[src/rtl/wdsup_pkg.sv]
package wdsup_pkg;
  typedef enum logic [1:0] {
    WD_LONG  = 2'b00,
    WD_MID   = 2'b01,
    WD_SHORT = 2'b10,
    WD_OFF   = 2'b11
  } wd_sel_e;

  typedef enum logic [1:0] {
    SUP_DOWN = 2'b00,
    SUP_HOLD = 2'b01,
    SUP_RUN  = 2'b10
  } sup_state_e;
endpackage

[src/rtl/wdsup_sync.sv]
module wdsup_sync #(
  parameter int unsigned WIDTH  = 3,
  parameter int unsigned STAGES = 2
) (
  input  logic             clk_i,
  input  logic             rst_ni,
  input  logic [WIDTH-1:0] d_i,
  output logic [WIDTH-1:0] q_o
);
  for (genvar i = 0; i < WIDTH; i++) begin : g_bit
    logic [STAGES-1:0] sr_q;
    always_ff @(posedge clk_i or negedge rst_ni) begin
      if (!rst_ni) sr_q <= '0;
      else         sr_q <= {sr_q[STAGES-2:0], d_i[i]};
    end
    assign q_o[i] = sr_q[STAGES-1];
  end
endmodule

[src/rtl/wdsup_start_det.sv]
module wdsup_start_det (
  input  logic clk_i,
  input  logic rst_ni,
  input  logic sda_i,
  input  logic scl_i,
  output logic start_o
);
  logic sda_q, scl_q;

  always_ff @(posedge clk_i or negedge rst_ni) begin
    if (!rst_ni) begin
      sda_q <= 1'b0;
      scl_q <= 1'b0;
    end else begin
      sda_q <= sda_i;
      scl_q <= scl_i;
    end
  end

  // SDA falls while SCL is high before and after the edge
  assign start_o = sda_q & ~sda_i & scl_q & scl_i;
endmodule

[src/rtl/wdsup_timer.sv]
module wdsup_timer import wdsup_pkg::*; #(
  parameter int unsigned LONG_TICKS  = 1750,
  parameter int unsigned MID_TICKS   = 750,
  parameter int unsigned SHORT_TICKS = 250,
  localparam int unsigned CNT_W      = $clog2(LONG_TICKS + 1)
) (
  input  logic             clk_i,
  input  logic             rst_ni,
  input  logic             tick_i,
  input  logic             run_i,
  input  logic             kick_i,
  input  wd_sel_e          sel_i,
  output logic             expire_o,
  output logic [CNT_W-1:0] cnt_o
);
  logic [CNT_W-1:0] cnt_q, limit;
  logic             en;

  always_comb begin
    unique case (sel_i)
      WD_LONG:  limit = CNT_W'(LONG_TICKS);
      WD_MID:   limit = CNT_W'(MID_TICKS);
      WD_SHORT: limit = CNT_W'(SHORT_TICKS);
      default:  limit = CNT_W'(LONG_TICKS);
    endcase
  end

  assign en       = (sel_i != WD_OFF);
  // cnt_q holds elapsed ticks; an up-count lets a select change act at once
  assign expire_o = run_i & en & tick_i & ~kick_i & (cnt_q >= limit - CNT_W'(1));

  always_ff @(posedge clk_i or negedge rst_ni) begin
    if (!rst_ni)                                 cnt_q <= '0;
    else if (!run_i || !en || kick_i || expire_o) cnt_q <= '0;
    else if (tick_i)                             cnt_q <= cnt_q + CNT_W'(1);
  end

  assign cnt_o = cnt_q;
endmodule

[src/rtl/wdsup_rstctl.sv]
module wdsup_rstctl import wdsup_pkg::*; #(
  parameter int unsigned HOLD_TICKS = 250,
  localparam int unsigned HCW       = $clog2(HOLD_TICKS + 1)
) (
  input  logic clk_i,
  input  logic rst_ni,
  input  logic tick_i,
  input  logic supply_i,
  input  logic expire_i,
  output logic run_o
);
  sup_state_e     state_q;
  logic [HCW-1:0] hcnt_q;

  always_ff @(posedge clk_i or negedge rst_ni) begin
    if (!rst_ni) begin
      state_q <= SUP_DOWN;
      hcnt_q  <= '0;
    end else begin
      unique case (state_q)
        SUP_DOWN: begin
          hcnt_q <= '0;
          if (supply_i) state_q <= SUP_HOLD;
        end
        SUP_HOLD: begin
          if (!supply_i) begin
            state_q <= SUP_DOWN;
          end else if (tick_i) begin
            if (hcnt_q == HCW'(HOLD_TICKS - 1)) state_q <= SUP_RUN;
            else                                 hcnt_q  <= hcnt_q + HCW'(1);
          end
        end
        SUP_RUN: begin
          hcnt_q <= '0;
          if (!supply_i)     state_q <= SUP_DOWN;
          else if (expire_i) state_q <= SUP_HOLD;
        end
        default: state_q <= SUP_DOWN;
      endcase
    end
  end

  assign run_o = (state_q == SUP_RUN);
endmodule

[src/rtl/wdog_supervisor.sv]
module wdog_supervisor import wdsup_pkg::*; #(
  parameter int unsigned LONG_TICKS  = 1750,
  parameter int unsigned MID_TICKS   = 750,
  parameter int unsigned SHORT_TICKS = 250,
  parameter int unsigned HOLD_TICKS  = 250,
  parameter int unsigned SYNC_STAGES = 2,
  localparam int unsigned CNT_W      = $clog2(LONG_TICKS + 1)
) (
  input  logic       clk_i,
  input  logic       rst_ni,
  input  logic       tick_i,
  input  logic [1:0] wd_sel_i,
  input  logic       sda_i,
  input  logic       scl_i,
  input  logic       supply_ok_i,
  output logic       host_rst_o
);
  logic [2:0]       raw, synced;
  logic             sda_s, scl_s, sup_s;
  logic             kick, expire, run;
  logic [CNT_W-1:0] wd_cnt;

  assign raw = {supply_ok_i, scl_i, sda_i};

  wdsup_sync #(.WIDTH(3), .STAGES(SYNC_STAGES)) u_sync (
    .clk_i (clk_i),
    .rst_ni(rst_ni),
    .d_i   (raw),
    .q_o   (synced)
  );

  assign sda_s = synced[0];
  assign scl_s = synced[1];
  assign sup_s = synced[2];

  wdsup_start_det u_start (
    .clk_i  (clk_i),
    .rst_ni (rst_ni),
    .sda_i  (sda_s),
    .scl_i  (scl_s),
    .start_o(kick)
  );

  wdsup_timer #(
    .LONG_TICKS (LONG_TICKS),
    .MID_TICKS  (MID_TICKS),
    .SHORT_TICKS(SHORT_TICKS)
  ) u_timer (
    .clk_i   (clk_i),
    .rst_ni  (rst_ni),
    .tick_i  (tick_i),
    .run_i   (run),
    .kick_i  (kick),
    .sel_i   (wd_sel_e'(wd_sel_i)),
    .expire_o(expire),
    .cnt_o   (wd_cnt)
  );

  wdsup_rstctl #(.HOLD_TICKS(HOLD_TICKS)) u_ctl (
    .clk_i   (clk_i),
    .rst_ni  (rst_ni),
    .tick_i  (tick_i),
    .supply_i(sup_s),
    .expire_i(expire),
    .run_o   (run)
  );

  assign host_rst_o = ~run;
endmodule

[config.mk]
export PLATFORM = sky130hd
export DESIGN_NAME = wdog_supervisor
export DESIGN_NICKNAME = d
export VERILOG_FILES = /design/src/rtl/wdsup_pkg.sv /design/src/rtl/wdsup_sync.sv /design/src/rtl/wdsup_start_det.sv /design/src/rtl/wdsup_timer.sv /design/src/rtl/wdsup_rstctl.sv /design/src/rtl/wdog_supervisor.sv
export SDC_FILE = /design/constraint.sdc
export NUM_CORES = 1
export LEC_CHECK = 0
export ABC_AREA = 1
export BUFFER_PORTS_ARGS = -buffer_cell sky130_fd_sc_hd__buf_4
export CAP_MARGIN = 20
export CORE_UTILIZATION = 49
export CTS_CLUSTER_DIAMETER = 30
export DETAILED_ROUTE_END_ITERATION = 8
export PLACE_DENSITY_LB_ADDON = 0.25
export REMOVE_ABC_BUFFERS = 1
export SYNTH_ARGS = -nofsm -noshare
export SYNTH_HDL_FRONTEND = slang
export SYNTH_SLANG_ARGS = --single-unit
[constraint.sdc]
create_clock -name clk_i -period 3 [get_ports clk_i]
set_input_delay 0.6 -clock clk_i [delete_from_list [all_inputs] [get_ports clk_i]]
set_output_delay 0.6 -clock clk_i [all_outputs]
set_load 0.01 [all_outputs]
==> flow_metrics.env <==
export IMPL_status="finished, final reports clean"
export IMPL_hold_class="input port to asynchronous set/reset pin"
export IMPL_synth_seq_area_share_pct=45.5
export IMPL_worst_slew_pin_slew_ns=0.357
export IMPL_crit_fanout=5
export IMPL_synth_edf_count=0
export IMPL_power_frac_comb_pct=12.9
export IMPL_clkTransAtPathRegs_ns=0.09
export IMPL_switching_share_pct=27.6
export IMPL_grt_usage_pct=21.8
export IMPL_antenna_found_initial=0
export IMPL_antenna_cells=0
export IMPL_p_switching_uw=222
export IMPL_synth_flop_cell="dfrtp_1"
export IMPL_setup_violations=0
export IMPL_p_clk_share_pct=33.2
export IMPL_fin_crit_ns=1.99
export IMPL_synth_compound_area_share_pct=7.14
export IMPL_wirelength_um=3040
export IMPL_ys_types=24
export IMPL_num_vias=1279
export IMPL_synth_mux_area_share_pct=0.628
export IMPL_max_stage_delay_ns=0.32
export IMPL_drc_errors=0
export IMPL_synth_adder_area_share_pct=8.63
export IMPL_hpwl_um=2310
export IMPL_critical_path_class="input port to register"
export IMPL_grt_first_pass_wirelength_um=5530
export IMPL_final_common_cell="nand2_1"
export IMPL_ant_nets=0
export IMPL_critical_path_cell_chain="buf_4 -> inv_1 -> ha_1 -> inv_1 -> ha_1 -> a21oi_1 -> o21ai_0 -> nor2_1 -> nand2_1 -> nand2_1 -> nand2_1 -> nor2_1"
export IMPL_cts_tree="built"
export IMPL_drt_initial_drc_count=97
export IMPL_fin_tns_setup_ns=0
export IMPL_cp_end_kind="register"
export IMPL_slew_violations=0
export IMPL_die_w_um=59.0
export IMPL_fmaxAchievable_mhz=501
export IMPL_final_layout_size_suffix_gt1_share_pct=11.6
export IMPL_crit_arrival_ns=2.24
export IMPL_cts_sinks=29
export IMPL_path_buf_inv=3
export IMPL_final_cell_mix="nand2_1 (42), dfrtp_1 (29), inv_1 (26), nor2_1 (25)"
export IMPL_die_y_um=59.0
export IMPL_critPathTopFamily="adder cells"
export IMPL_leakagePower_nw=0.837
export IMPL_post_cts_resize_count=0
export IMPL_root_buffer="clkbuf_4"
export IMPL_io_buffers=8
export IMPL_crit_slowest_cell="ha_1"
export IMPL_max_cap_violations=0
export IMPL_p_seq_share_pct=54.0
export IMPL_startpoint_type="input port"
export IMPL_cts_buffer_depth=2
export IMPL_worst_hold_slack_ns=0.178
export IMPL_peakVddDrop_mv=0.313
export IMPL_hold_viol_final=0
export IMPL_rsz0062_at_grt="no"
export IMPL_synth_cells=191
export IMPL_io_pins=9
export IMPL_dpl_cell_area_sq_mm=0.00171
export IMPL_synth_area_top_cells="dfrtp_1 (46%), nand2_1 (9.9%), ha_1 (8.6%), inv_1 (6.1%), nor2_1 (5.9%)"
export IMPL_routedWlPerCell_um=12.1
export IMPL_grt_max_degree=30
export IMPL_worstPathRequired_ns=3.24
export IMPL_overflow=0
export IMPL_synthesis_area_sq_mm=0.00159
export IMPL_insertion_delay_ns=0.32
export IMPL_synth_area_leader_cell="dfrtp_1"
export IMPL_ys_ff_latch=29
export IMPL_fin_nets=225
export IMPL_yosysTopAreaCellShare_pct=45.5
export IMPL_viasPerCell=5.10
export IMPL_cts_hold_buffers_added=0
export IMPL_synth_top_family_by_area="simple AND/OR/NAND/NOR gates"
export IMPL_row_count=20
export IMPL_htreeDepth=2
export IMPL_post_cts_buffers=0
export IMPL_grt_pass1_vias=1272
export IMPL_dr_pass1_iters=4
export IMPL_design_die_area_sq_mm=0.00349
export IMPL_cp_common_cell="nand2_1"
export IMPL_yosys_warnings=0
export IMPL_avgSynthCellArea_sq_um=8.35
export IMPL_relSlewSlack_pct=76.2
export IMPL_async_flop_share_pct=100
export IMPL_fin_util_pct=57.8
export IMPL_total_power_uw=803
export IMPL_start_util_pct=51.8
export IMPL_min_period_over_period_pct=66.5
export IMPL_p_int_uw=581
export IMPL_fillers=302
export IMPL_synth_xor_area_share_pct=5.49
export IMPL_syn_to_final_growth_pct=11.6
export IMPL_core_area_sq_mm=0.00308
export IMPL_final_area_sq_mm=0.00178
export IMPL_cts_made_buffers=5
export IMPL_place_gp_congestion=0.849
export IMPL_skew_ns=0.0109
export IMPL_power_density_mw_per_mm2=451
export IMPL_yosys_area_share_simple_pct=26.0
synthesized netlist by cell type, types with 3 or more instances:
master,n
o21ai_0,4
nor3_1,4
dfrtp_1,29
o22ai_1,3
ha_1,11
a21oi_1,7
nand2_1,42
inv_1,26
o21ai_1,5
nor2_1,25
nand3_1,11
xor2_1,8
power groups by stage:
stage	Clock [mW]	Combinational [mW]	Sequential, mW
final	0.266	0.103	0.433
after global routing	0.296	0.122	0.435
after CTS	0.275	0.104	0.433
after detailed placement	0	0.103	0.441
after global placement	0	0.0991	0.440
after floorplan	0	0.0724	0.434
through the flow:
stage | instances | setup WS [ns]
after floorplan | 191 | 1.00
after CTS | 251 | 1.01
final | 251 | 1.01
after global placement | 243 | 0.720
after detailed placement | 243 | 0.673
after global routing | 251 | 0.872
kinds of logic after synthesis:
kind of cell	count (synthesis)
simple gates	91
fa+ha+maj	11
flops	29
compound gates	21
buf+inv	28
xor+xnor	10
mux	1
layout make-up:
cell class	instances	area, sq um	area share (%)
clock buffers	7	65.1	3.66
inverters	28	105	5.91
well taps	44	55.1	3.09
clock inverters	1	5.00	0.281
repair buffers	8	60.1	3.38
flip-flops and latches	29	726	40.8
multi-input cells	134	763	42.9
final timing paths:
kind                                                end                    start  slack (ns)  depth (start not counted)
worst min register to register  u_sync.g_bit[1].sr_q[1]  u_sync.g_bit[1].sr_q[0]        0.36                          0
worst max-delay path                   u_timer.cnt_o[8]              wd_sel_i[0]        1.01                         12
worst min-delay path                   u_timer.cnt_o[4]                   rst_ni        0.18                          1
worst max register to register         u_timer.cnt_o[8]         u_timer.cnt_o[9]        1.35                         10
max in group asynchronous              u_timer.cnt_o[2]                   rst_ni        2.55                          1
min in group clk_i              u_sync.g_bit[1].sr_q[1]  u_sync.g_bit[1].sr_q[0]        0.36                          0
state kept, by name, indices dropped and copies added, names as in the netlist:
name	flops
u_start.scl_q	1
u_sync.g_bit.sr_q	6
u_timer.cnt_o	11
u_ctl.state_q	2
u_start.sda_q	1
u_ctl.hcnt_q	8
worst register-to-register path, cell delays in order, from the launching register on:
cell,delay [ns]
dfrtp_1,0.45
ha_1,0.32
nand2_1,0.08
nor2_1,0.04
nand2_1,0.09
nor2_1,0.05
nor2_1,0.12
nand2_1,0.07
nand2_1,0.08
nand2_1,0.15
nor2_1,0.15
metal layers:
layer  vias up  global-route usage, %  wire length, um
li1        636                      -                -
met3         2                   7.42              175
met4         0                   9.52               19
met2        28                   32.0             1460
met1       613                   29.4             1390
met5         -                      0                0
(Power assumes the default switching activity.)
